<file path="config.mk">
export PLATFORM = sky130hd
export DESIGN_NAME = dutyclk_gen
export DESIGN_NICKNAME = d
export VERILOG_FILES = /design/src/rtl/dutyclk_pkg.sv /design/src/rtl/dutyclk_cfg_reg.sv /design/src/rtl/dutyclk_phase_ctr.sv /design/src/rtl/dutyclk_gen.sv
export SDC_FILE = /design/constraint.sdc
export NUM_CORES = 1
export LEC_CHECK = 0
export BUFFER_PORTS_ARGS = -buffer_cell sky130_fd_sc_hd__buf_2
export CORE_MARGIN = 3
export CORE_UTILIZATION = 47
export DETAILED_ROUTE_END_ITERATION = 6
export MAX_ROUTING_LAYER = met4
export PLACE_DENSITY_LB_ADDON = 0.12
export SLEW_MARGIN = 20
export SYNTH_ARGS = -nofsm -noshare
export SYNTH_HDL_FRONTEND = slang
export SYNTH_SLANG_ARGS = --single-unit
export TNS_END_PERCENT = 10
</file>
<file path="constraint.sdc">
create_clock -name clk -period 4 [get_ports clk]
set_input_delay 0.4 -clock clk [delete_from_list [all_inputs] [get_ports clk]]
set_output_delay 0.4 -clock clk [all_outputs]
set_load 0.02 [all_outputs]
</file>
<file path="src/rtl/dutyclk_pkg.sv">
package dutyclk_pkg;
  localparam int unsigned CNT_W = 4;
  localparam int unsigned REG_W = 16;

  typedef struct packed {
    logic [CNT_W-1:0] hi;
    logic [CNT_W-1:0] lo;
  } dc_cfg_t;
endpackage

</file>
<file path="src/rtl/dutyclk_cfg_reg.sv">
module dutyclk_cfg_reg
  import dutyclk_pkg::*;
#(
  parameter int unsigned RW = REG_W
) (
  input  logic          clk,
  input  logic          rst_n,
  input  logic          wr_en,
  input  logic [RW-1:0] wr_data,
  input  logic          conv_enable,
  input  logic          conv_ready,
  output dc_cfg_t       cfg,
  output logic          cfg_load,
  output logic [RW-1:0] rd_data
);
  localparam int unsigned FW = 2 * CNT_W;

  dc_cfg_t cfg_q;

  // write only while the converter is idle
  assign cfg_load = wr_en & ~conv_enable & ~conv_ready;

  always_ff @(posedge clk or negedge rst_n) begin
    if (!rst_n) begin
      cfg_q <= '0;
    end else if (cfg_load) begin
      cfg_q <= dc_cfg_t'(wr_data[FW-1:0]);
    end
  end

  assign cfg = cfg_q;

  generate
    if (RW > FW) begin : g_pad
      assign rd_data = {{(RW-FW){1'b0}}, cfg_q};
    end else begin : g_nopad
      assign rd_data = cfg_q;
    end
  endgenerate
endmodule

</file>
<file path="src/rtl/dutyclk_phase_ctr.sv">
module dutyclk_phase_ctr
  import dutyclk_pkg::*;
(
  input  logic    clk,
  input  logic    rst_n,
  input  dc_cfg_t cfg,
  input  logic    restart,
  output logic    clk_out
);
  logic             phase_hi_q;
  logic [CNT_W-1:0] cnt_q;
  logic             run;
  logic [CNT_W-1:0] limit;

  assign run   = (cfg.hi != '0) && (cfg.lo != '0);
  assign limit = phase_hi_q ? cfg.hi : cfg.lo;

  always_ff @(posedge clk or negedge rst_n) begin
    if (!rst_n) begin
      phase_hi_q <= 1'b1;
      cnt_q      <= '0;
    end else if (restart || !run) begin
      phase_hi_q <= 1'b1;
      cnt_q      <= '0;
    end else if (cnt_q == limit - 1'b1) begin
      phase_hi_q <= ~phase_hi_q;
      cnt_q      <= '0;
    end else begin
      cnt_q <= cnt_q + 1'b1;
    end
  end

  assign clk_out = phase_hi_q & run;
endmodule

</file>
<file path="src/rtl/dutyclk_gen.sv">
module dutyclk_gen
  import dutyclk_pkg::*;
(
  input  logic             clk,
  input  logic             rst_n,
  input  logic             wr_en,
  input  logic [REG_W-1:0] wr_data,
  input  logic             conv_enable,
  input  logic             conv_ready,
  output logic             clk_out,
  output logic [REG_W-1:0] rd_data
);
  dc_cfg_t cfg;
  logic    cfg_load;

  dutyclk_cfg_reg #(.RW(REG_W)) u_reg (
    .clk(clk), .rst_n(rst_n), .wr_en(wr_en), .wr_data(wr_data),
    .conv_enable(conv_enable), .conv_ready(conv_ready),
    .cfg(cfg), .cfg_load(cfg_load), .rd_data(rd_data)
  );

  dutyclk_phase_ctr u_ctr (
    .clk(clk), .rst_n(rst_n), .cfg(cfg), .restart(cfg_load), .clk_out(clk_out)
  );
endmodule

</file>
---- Word level (Yosys, flattened, before mapping) ----
Index checks and enable logic that the tools add are counted.
word-level totals
  bits in registers ....................... 13
  bits of input ports ..................... 21
  output and inout bits ................... 17
  word-level logic and storage cells ...... 24
operators by class
  add/sub/neg operators ................... 2
  eq/ne operators ......................... 1
  muxes and demuxes ....................... 5
  bitwise operators ....................... 6
  reduce and logical (&&, ||, !) cells .... 6
operators with widths
  kind                                                                count
  4-bit two-way mux                                                   3
  4-bit nonzero test                                                  2
  4-bit by 1-bit adder with 4-bit output, second input constant       1
  4-bit == test                                                       1
  4-bit by 1-bit subtractor with 4-bit output, second input constant  1
  1-bit bitwise AND                                                   3
  1-bit NOT                                                           3
  1-bit two-way mux                                                   2
  2-bit nonzero test                                                  1
  1-bit logical AND                                                   1
  1-bit logical NOT                                                   1
  1-bit logical OR                                                    1

---- Longest topological paths before layout ----
Gate-level depths: netlist (run 1).
  word-level depth ........................ 5
  gate-level depth with buffers ........... 8
  gate-level depth less buffers ........... 7

---- Cells and area by module ----
From an unflattened synthesis (run 1), not the netlist that was laid out.
second synthesis, totals
  cell total of the unflattened synthesis .. 79
  area, all modules ....................... 918.4 um^2
by module, submodules not included
  module             times used  cells each  area an instance (um^2)  seq. area each (um^2)
  dutyclk_cfg_reg    1           35          467.9                    200.2
  dutyclk_phase_ctr  1           44          450.4                    126.4

---- Worst setup path before layout (run 1) ----
No wires, ideal clock.
  path kind ............................... register to register
  start point ............................. register u_ctr.phase_hi_q
  end point ............................... register u_ctr.phase_hi_q
  library setup time ...................... 64 ps
  data arrival time ....................... 1806 ps
  data required time ...................... 3936 ps
  slack ................................... 2130 ps
  stages on the path, launching flop included .. 9
  path buffers ............................ 1
  period minus slack after synthesis ...... 1870 ps
  cells stage by stage .................... dfstp_2 buf_6 mux2i_1 ha_1 xnor2_1 xnor2_1 nand3_1 or3_1 nand3_1
between the ends
  word-level cells in the longest chain between the ends .. 4
  elaborated cells on any way between the ends .. 7
  classes of those cells .................. add/sub (1); eq/ne (1); mux (3); bitwise (1); reduce/logical (1)
ends and longest elaborated chain
  item                                         line                     text
  start, declared                              dutyclk_phase_ctr.sv:10  logic phase_hi_q;
  start signal, assigned                       dutyclk_phase_ctr.sv:26  phase_hi_q <= ~phase_hi_q;
  4-bit two-way mux                            dutyclk_phase_ctr.sv:16  assign limit = phase_hi_q ? cfg.hi : cfg.lo;
  4-bit by 1-bit subtractor with 4-bit output  dutyclk_phase_ctr.sv:25  end else if (cnt_q == limit - 1'b1) begin
  4-bit == test                                dutyclk_phase_ctr.sv:25
  2-bit nonzero test (no source line)          -
Several ways; a longest one is shown, not always the timed one. The select of a mux whose other input is x is not followed.
A chain may end at the register's enable or synchronous reset.

---- Worst setup path after layout (run 1) ----
  start point ............................. register u_ctr.phase_hi_q
  end point ............................... register u_ctr.cnt_q[3]
between the ends
  word-level cells in the longest chain between the ends .. 5
ends and longest elaborated chain
  item                                         line                     text
  4-bit two-way mux                            dutyclk_phase_ctr.sv:16
  4-bit by 1-bit subtractor with 4-bit output  dutyclk_phase_ctr.sv:25
  4-bit == test                                dutyclk_phase_ctr.sv:25
  4-bit two-way mux                            dutyclk_phase_ctr.sv:25
  4-bit two-way mux                            dutyclk_phase_ctr.sv:22  end else if (restart || !run) begin
  end signal, assigned                         dutyclk_phase_ctr.sv:29  cnt_q <= cnt_q + 1'b1;
  end, declared                                dutyclk_phase_ctr.sv:11  logic [CNT_W-1:0] cnt_q;
No other way between the ends.

==> impl_metrics.ini, run 1 <==
[logic_synthesis]
synth_largest_area_cell = dfrtp_1
ys_seq_area_share_pct = 44.3
ys_ff_latch = 13
avgSynthCellArea_um2 = 11.5
synth_cell_types = 20
syn_inst = 64
synth_area_leaders = dfrtp_1, mux2_2, buf_4
synth_top_area_share_pct = 40.7
syn_area_um2 = 737
yosys_warnings = 0

[setup_path]
critPathKind = register to register
endpoint_kind = register
worst-endpoint-arrival_ps = 2190
crit_fanout = 9
worstPathRequired_ps = 4150
startpoint_type = register

[clock_tree]
tritoncts = done
cts_resized = 0
clockBufferDepth = 2
cts-root-buf = clkbuf_4
clkTransAtPathRegs_ps = 70
cts-hold-fix-buffers = 1
post_cts_buffers = 0
htree_levels = 1
clock_latency_ps = 270
cts_buffers = 3
cts.sinks = 13

[power]
clkPwrFrac_pct = 15.8
power_density_nw_per_um2 = 583
total_power_w = 0.000497
seqPwrFrac_pct = 42.3
p_int_w = 0.000305
ir_worst_vdd_uv = 327
swShare_pct = 38.6
p_leak_nw = 0.422
net-switching-power_w = 0.000192
combinationalPowerShare_pct = 41.9

[sta]
fin_crit_sh_pct = 50.9
max_freq_mhz = 492
fin_hold_ws_ps = 349
slew_violations = 0
rsz0062_at_grt = false
hold_viol_final = 0
layout_min_cycle_time_ps = 2030
fin_tns_setup_ps = 0
finalSetupViolations = 0
relSlewSlack_pct = 55.8
tightest_slew_ps = 660
finClkSkew_ps = 0.987

[final_layout]
fill_cells = 124
postLayoutCoreUtil_pct = 61.7
drive_gt1_share_pct = 40.9
area_growth_pct = 15.8
antenna_cells = 0
fin_nets = 112

[floorplan]
die_h_um = 45.6
initial_core_util_pct = 53.3
die_area_um2 = 2080
io_pins = 38
die_w_um = 45.6
fp-row-count = 13
core_area_um2 = 1380

[routing]
routed_wl_um = 1200
drcViolationCount = 0
drt_iter0_drc = 1
first_pass_iters = 3
vias = 509
wire_per_inst_um = 11.6
viasPerCell = 4.94
drt.antenna.violating_nets = 0

[global_route]
grt.busiest_layer = met2
grt_pass1_wl_um = 1990
met3_usage_pct = 5.93
grt_max_degree = 14
grtUsageMet1_pct = 16.8
use_met2_pct = 21.2
grt_antenna_before_repair = 0
grt.total_usage_pct = 14.2
overflow = 0
grt_pass1_vias = 474

[job]
cap_violations = 0

[placement]
portBuffers = 21
gp_congestion = 0.662
hpwl_um = 967

[run_status]
status = finished, final reports clean

[worst_hold_path]
worstHoldPathType = input port to register
[layout by cell type, fill, tap and decap left out]
cell           netlist  final
buf_2                0     21
clkbuf_4             0      3
clkinv_2             0      1
conb_1               1      8
dfrtp_1             12     12
dfstp_2              1      1
dlygate4sd3_1        0      1
ha_1                 2      2
inv_1                1      1
mux2_2               8      8
mux2i_1              4      4
nand3_1              3      3
nor2_1               4      4
nor3_1               2      2
nor3b_1              1      1
nor3b_2              2      2
nor4_1               2      2
o21ai_0              1      1
o21ai_1              2      2
or3_1                1      1
xnor2_1              6      6
xor2_1               2      2
[power groups by stage]
stage                     Sequential, W  Clock (W)  Combinational, W
final                          0.000210  0.0000783          0.000208
after global routing           0.000218  0.0000869          0.000234
after CTS                      0.000210  0.0000816          0.000212
after detailed placement       0.000213          0          0.000210
after global placement         0.000212          0          0.000206
after floorplan                0.000220          0          0.000162
[cell usage after synthesis, drive strengths merged]
master / instances
dfrtp: 12
buf: 9
mux2: 8
xnor2: 6
mux2i: 4
nor2: 4
nand3: 3
nor3b: 3
o21ai: 3
ha: 2
nor3: 2
nor4: 2
xor2: 2
conb: 1
dfstp: 1
inv: 1
or3: 1
[through the flow]
step	setup slack, ps	cell area (µm²)	instances
after CTS	1940	853	103
after floorplan	2130	763	71
after global placement	2000	816	98
after global routing	1810	853	103
final	1970	853	103
after detailed placement	1960	816	98
[state kept, by name (all words and copies together), names as in the netlist]
name / cells
u_reg.cfg: 8
u_ctr.cnt_q: 4
u_ctr.phase_hi_q: 1
[final timing paths]
check,cells after the start,slack (ps),end,from
min in group asynchronous,2,530,u_ctr.cnt_q[2]$_DFF_PN0_,rst_n
worst max register to register,7,1970,u_ctr.cnt_q[3]$_DFF_PN0_,u_ctr.phase_hi_q$_DFFE_PN1P_
max in group asynchronous,2,3200,u_ctr.phase_hi_q$_DFFE_PN1P_,rst_n
worst min register to register,1,500,u_ctr.cnt_q[0]$_DFF_PN0_,u_ctr.cnt_q[0]$_DFF_PN0_
worst max-delay path,7,1970,u_ctr.cnt_q[3]$_DFF_PN0_,u_ctr.phase_hi_q$_DFFE_PN1P_
worst min-delay path,2,350,u_reg.cfg[5]$_DFFE_PN0P_,wr_data[5]
[metal layers]
layer | routed length (µm) | share of wire, %
met5 | 0 | 0
met4 | 10 | 0.83
met3 | 103 | 8.6
met2 | 554 | 46
met1 | 529 | 44
[area by class of cell]
class / count / area [µm²] / share of cell area, %
repair buffers: 22 / 115 / 13.5
well taps: 15 / 18.8 / 2.20
flip-flops and latches: 13 / 327 / 38.3
clock inverters: 1 / 5.00 / 0.587
clock buffers: 3 / 22.5 / 2.64
multi-input cells: 48 / 362 / 42.4
inverters: 1 / 3.75 / 0.440
[critical path, cell delays in order (launching register included)]
cell	delay, ps
dfstp_2	630
mux2i_1	300
ha_1	200
xnor2_1	130
xnor2_1	140
nand3_1	120
o21ai_1	300
nor2_1	100
[cell families after synthesis]
group           Yosys count  share of synthesized area [%]
flops                    13                           44.3
mux                      12                           17.7
xor+xnor                  8                           9.51
other cells               1                          0.509
simple gates             15                           12.4
buf+inv                  10                           10.2
fa+ha+maj                 2                           3.40
compound gates            3                           2.04
(Power assumes the default switching activity.)
==> run 2: changes to the inputs <==
--- a/config.mk
+++ b/config.mk
@@ -5,9 +5,10 @@
 export SDC_FILE = /design/constraint.sdc
 export NUM_CORES = 1
 export LEC_CHECK = 0
+export ABC_AREA = 1
 export BUFFER_PORTS_ARGS = -buffer_cell sky130_fd_sc_hd__buf_2
 export CORE_MARGIN = 3
-export CORE_UTILIZATION = 47
+export CORE_UTILIZATION = 46
 export DETAILED_ROUTE_END_ITERATION = 6
 export MAX_ROUTING_LAYER = met4
 export PLACE_DENSITY_LB_ADDON = 0.12
==> constraint.sdc (replaced) <==
create_clock -name clk -period 2.1 [get_ports clk]
set_input_delay 0.21 -clock clk [delete_from_list [all_inputs] [get_ports clk]]
set_output_delay 0.21 -clock clk [all_outputs]
set_load 0.02 [all_outputs]
==> run 2 against run 1 <==
Effect of this change:
- global-route usage increased by 1.6 points
- synthesized cell count up 86%
- cell count is 63% higher
- sequential power rose by 91%
- maximum frequency is 5.7% higher
- clock skew is 3.9 ps higher
- setup slack got worse by 1800 ps
- register-to-register slack worse by 1800 ps
- count of clock-buffer cells in the layout up 1
==> impl_metrics.ini, run 2 <==
[clock_tree]
tritoncts = done
clkTransAtPathRegs_ps = 80
cts.sinks = 13
cts-root-buf = clkbuf_4
cts_resized = 0
cts-hold-fix-buffers = 1
clockBufferDepth = 2
clock_latency_ps = 280
htree_levels = 1
post_cts_buffers = 0
cts_buffers = 3

[final_layout]
antenna_cells = 0
drive_gt1_share_pct = 26.6
fin_cells = 168
area_growth_pct = 15.1
final_common_cell = nand2_1
largest_reg_flops = 8
final_cell_mix = nand2_1, buf_2, inv_1
fin_nets = 167

[logic_synthesis]
synth_largest_area_cell = dfrtp_1
synth_cell_types = 21
synthAdderAreaFrac_pct = 2.89
synth_top_area_share_pct = 34.7
ys_ff_latch = 13
synth_common_cells = nand2_1, inv_1, dfrtp_1
synth_ff_type = dfrtp_1
synth_area_leaders = dfrtp_1, nand2_1, buf_4
yosysMostFrequentCell = nand2_1
syn_area_um2 = 865
ys_seq_area_share_pct = 37.8
synth_top_family_by_area = simple AND/OR/NAND/NOR gates
synth_xor_area_share_pct = 2.03
async_flop_share_pct = 100
synth_compound_area_share_pct = 5.21
synthMuxAreaShare_pct = 0
yosys_warnings = 0
synth_edf_count = 0
syn_inst = 119
synth-simple-area-share_pct = 34.6
avgSynthCellArea_um2 = 7.27

[power]
total_power_w = 0.00117
seqPwrFrac_pct = 34.4
p_int_w = 0.000618
ir_worst_vdd_uv = 459
clkPwrFrac_pct = 13.3
swShare_pct = 47.2
power_density_nw_per_um2 = 1170
p_leak_nw = 0.554
combinationalPowerShare_pct = 52.3
net-switching-power_w = 0.000551

[routing]
routed_wl_um = 1690
vias = 751
first_pass_iters = 4
drt_iter0_drc = 13
wire_per_inst_um = 10.0
drcViolationCount = 0
m1WireLength_um = 823
wl_met2_um = 740
drt.antenna.violating_nets = 0
viasPerCell = 4.47
met3_length_um = 96
top_layer_used = met4

[global_route]
grt.total_usage_pct = 15.8
grt_max_degree = 18
grt_pass1_vias = 665
grt_pass1_wl_um = 2830
overflow = 0
grt_antenna_before_repair = 0

[setup_path]
cpPeakStageDelay_ps = 680
cpMaxStageDelayCell = dfstp_2
critPathKind = register to register
endpoint_kind = register
crit_top_cell = nand2_2
worstPathRequired_ps = 2260
startpoint_type = register
path_delay_family = simple AND/OR/NAND/NOR gates
crit_fanout = 9
worstPathCellList = inv_8 > nand2_2 > nand2_2 > ha_1 > nand2_1 > inv_1 > nor2_1 > nand3_1 > nor2_2 > nand3_2 > nand2_2 > nor2_1
critPathBufInv = 2
worst-endpoint-arrival_ps = 2090

[sta]
finClkSkew_ps = 4.93
layout_min_cycle_time_ps = 1920
finalSetupViolations = 0
max_freq_mhz = 520
fin_crit_sh_pct = 91.6
hold_viol_final = 0
fin_tns_setup_ps = 0
slew_violations = 0
rsz0062_at_grt = false
timing.final.ws_setup_ps = 176

[placement]
portBuffers = 21
hpwl_um = 1340
gp_congestion = 0.835
place_ws_ps = 175
dp_cells = 163

[floorplan]
die_w_um = 49.4
fp-row-count = 15
io_pins = 38
core_area_um2 = 1750
die_area_um2 = 2440
die_h_um = 49.4
initial_core_util_pct = 49.5

[worst_hold_path]
worstHoldPathType = input port to register

[run_status]
status = finished, final reports clean

[job]
cap_violations = 0
## run 2: worst min-delay path, stage by stage
cell     delay [ps]
buf_2            70
nand2_1          40
o21ai_0          50
## run 2: layer usage
layer	vias up	track usage, %
li1	394	-
met1	331	20.9
met2	22	21.9
met3	4	3.98
met4	0	8.53
met5	-	-
## run 2: path summary, 6_finish.rpt
kind                                              start                            to  slack [ps]  cells after the start
min reg2reg                    u_ctr.cnt_q[0]$_DFF_PN0_      u_ctr.cnt_q[0]$_DFF_PN0_         530                      1
max reg2reg                u_ctr.phase_hi_q$_DFFE_PN1P_      u_ctr.cnt_q[0]$_DFF_PN0_         180                     12
min in group asynchronous                         rst_n      u_reg.cfg[1]$_DFFE_PN0P_         350                      2
max                        u_ctr.phase_hi_q$_DFFE_PN1P_      u_ctr.cnt_q[0]$_DFF_PN0_         180                     12
max in group asynchronous                         rst_n  u_ctr.phase_hi_q$_DFFE_PN1P_        1470                      2
min                                          wr_data[1]      u_reg.cfg[1]$_DFFE_PN0P_         130                      3
## run 2: metrics by stage
stage	hold WS [ps]	cell area, µm²	util, %
2_1_floorplan	-85.6	891	-
3_3_place_gp	119	958	54.9
3_5_place_dp	125	958	54.9
4_1_cts	126	995	57.0
5_1_grt	124	995	57.0
6_report	132	995	57.0
## run 2: cell families after synthesis
logic type / after synthesis
AO/OA/AOI/OAI: 9
XOR/XNOR: 2
adder cells (fa/ha/maj): 2
buffers and inverters: 27
flip-flops: 13
other: 1
AND/OR/NAND/NOR: 65
## run 2: cell type report
cell class,count,area (µm²)
tap,25,31.3
fill,176,751
timing repair buffer,23,123
multi-input combinational,86,417
inverter,17,71.3
clock buffer,4,26.3
sequential,13,327
## run 2: power by group through the flow
stage | clock [W] | combinational (W) | sequential, W
global placement | 0 | 0.000603 | 0.000404
finish | 0.000156 | 0.000611 | 0.000402
CTS | 0.000165 | 0.000619 | 0.000403
global route | 0.000181 | 0.000692 | 0.000417
detailed placement | 0 | 0.000614 | 0.000408
floorplan | 0 | 0.000515 | 0.000397
==> run 3: changes to the inputs <==
--- a/config.mk
+++ b/config.mk
@@ -10,7 +10,7 @@
 export CORE_MARGIN = 3
 export CORE_UTILIZATION = 46
 export DETAILED_ROUTE_END_ITERATION = 6
-export MAX_ROUTING_LAYER = met4
+export HOLD_SLACK_MARGIN = 0.15
 export PLACE_DENSITY_LB_ADDON = 0.12
 export SLEW_MARGIN = 20
 export SYNTH_ARGS = -nofsm -noshare
==> run 3 against run 2 <==
Effect of this change:
- register-to-register slack about the same
- sequential power hardly changed
- non-clock buffer count rose by 8
- design area up 8.1%
- sequential cell count unchanged
- critical path type unchanged
- routed wire length is 6.1% higher
- critical path depth unchanged
- die area did not move
- cell count up 4.8%
- first-iteration DRC count down 23%
==> impl_metrics.ini, run 3 (same netlist as run 2, synthesis figures left out) <==
[global_route]
overflow = 0
grt.total_usage_pct = 16.7
grt_pass1_wl_um = 3050
grt_antenna_before_repair = 0
grt_max_degree = 18
grt_pass1_vias = 705

[setup_path]
critPathKind = register to register
endpoint_kind = register
startpoint_type = register
crit_fanout = 9
rrSetupSlack_ps = 170
worstPathRequired_ps = 2270
reg2reg_depth = 12
r2r-end = u_ctr.cnt_q[0]$_DFF_PN0_
worst-endpoint-arrival_ps = 2100
r2r_start = u_ctr.phase_hi_q$_DFFE_PN1P_

[routing]
routed_wl_um = 1790
drcViolationCount = 0
first_pass_iters = 4
vias = 780
wire_per_inst_um = 10.2
drt_iter0_drc = 10
drt.antenna.violating_nets = 0
viasPerCell = 4.43

[sta]
hold_viol_final = 0
fin_crit_sh_pct = 91.8
max_freq_mhz = 519
finalSetupViolations = 0
fin_tns_setup_ps = 0
rsz0062_at_grt = false
fin_hold_ws_ps = 337
slew_violations = 0
layout_min_cycle_time_ps = 1930
finClkSkew_ps = 7.73

[floorplan]
die_area_um2 = 2440
io_pins = 38
die_w_um = 49.4
initial_core_util_pct = 49.5
core_area_um2 = 1750
die_h_um = 49.4
fp-row-count = 15

[clock_tree]
clockBufferDepth = 2
cts.sinks = 13
htree_levels = 1
cts_resized = 0
tritoncts = done
clkTransAtPathRegs_ps = 80
clock_latency_ps = 280
cts-root-buf = clkbuf_4
cts_buffers = 3
post_cts_buffers = 0

[power]
swShare_pct = 47.0
clkPwrFrac_pct = 13.5
p_int_w = 0.000627
net-switching-power_w = 0.000557
p_leak_nw = 0.587
seqPwrFrac_pct = 34.0
ir_worst_vdd_uv = 473
power_density_nw_per_um2 = 1100
combinationalPowerShare_pct = 52.5

[final_layout]
drive_gt1_share_pct = 25.2
antenna_cells = 0
final_cell_mix = nand2_1, buf_2, inv_1
fin_nets = 175
area_growth_pct = 24.3
fill_cells = 164
final_common_cell = nand2_1
largest_reg_flops = 8
postLayoutCoreUtil_pct = 61.6

[job]
cap_violations = 0

[placement]
gp_congestion = 0.823
portBuffers = 21
hpwl_um = 1340

[worst_hold_path]
worstHoldPathType = input port to async pin

[run_status]
status = finished, final reports clean
-- run 3: worst max path at each step --
stage	cells after the start	endpoint	slack [ps]	start
after floorplan	13	u_ctr.cnt_q[0]$_DFF_PN0_	350	u_ctr.phase_hi_q$_DFFE_PN1P_
after global placement	12	u_ctr.cnt_q[3]$_DFF_PN0_	190	u_ctr.phase_hi_q$_DFFE_PN1P_
after detailed placement	13	u_ctr.phase_hi_q$_DFFE_PN1P_	170	u_ctr.phase_hi_q$_DFFE_PN1P_
after CTS	13	u_ctr.phase_hi_q$_DFFE_PN1P_	150	u_ctr.phase_hi_q$_DFFE_PN1P_
after global routing	12	u_ctr.cnt_q[3]$_DFF_PN0_	20	u_ctr.phase_hi_q$_DFFE_PN1P_
final	12	u_ctr.cnt_q[0]$_DFF_PN0_	170	u_ctr.phase_hi_q$_DFFE_PN1P_
-- run 3: metrics by stage --
step           total power, W  setup slack [ps]  area [µm²]  cells
2_1_floorplan        0.000912               351         891    126
3_3_place_gp          0.00101               188         958    163
3_5_place_dp          0.00102               175         958    163
4_1_cts               0.00120               152        1070    176
5_1_grt               0.00130              19.9        1070    176
6_report              0.00118               172        1070    176
-- run 3: power groups by stage --
stage,combinational [W],clock (W),sequential (W)
floorplan,0.000515,0,0.000397
global placement,0.000603,0,0.000404
detailed placement,0.000614,0,0.000408
CTS,0.000630,0.000165,0.000403
global route,0.000705,0.000182,0.000418
finish,0.000622,0.000160,0.000403
-- run 3: cell type report --
class                      instances  area (µm²)  share of cell area [%]
sequential                        13         327                    30.4
timing repair buffer              31         203                    18.9
clock buffer                       4        26.3                    2.44
inverter                          17        71.3                    6.64
tap                               25        31.3                    2.91
multi-input combinational         86         417                    38.8
-- run 3: repair_timing --
item                                    4_1_cts  5_1_grt
endpoints found under the hold margin        21        0
endpoints found under the setup margin        0        0
hold buffers                                  9        0
-- run 3: critical path, stage by stage (launching register included) --
cell	delay [ps]
dfstp_2	680
inv_8	70
nand2_2	70
nand2_2	60
ha_1	300
nand2_1	70
inv_1	40
nor2_1	80
nand3_1	90
nor2_2	100
nand3_2	80
nand2_2	110
nor2_1	50
-- run 3: metal layers --
metal	track usage, %	up-vias	share of wire [%]
li1	-	412	-
met4	8.53	0	2.3
met5	0	-	0
met2	25.7	23	46
met1	21.5	340	47
met3	3.98	5	5.2
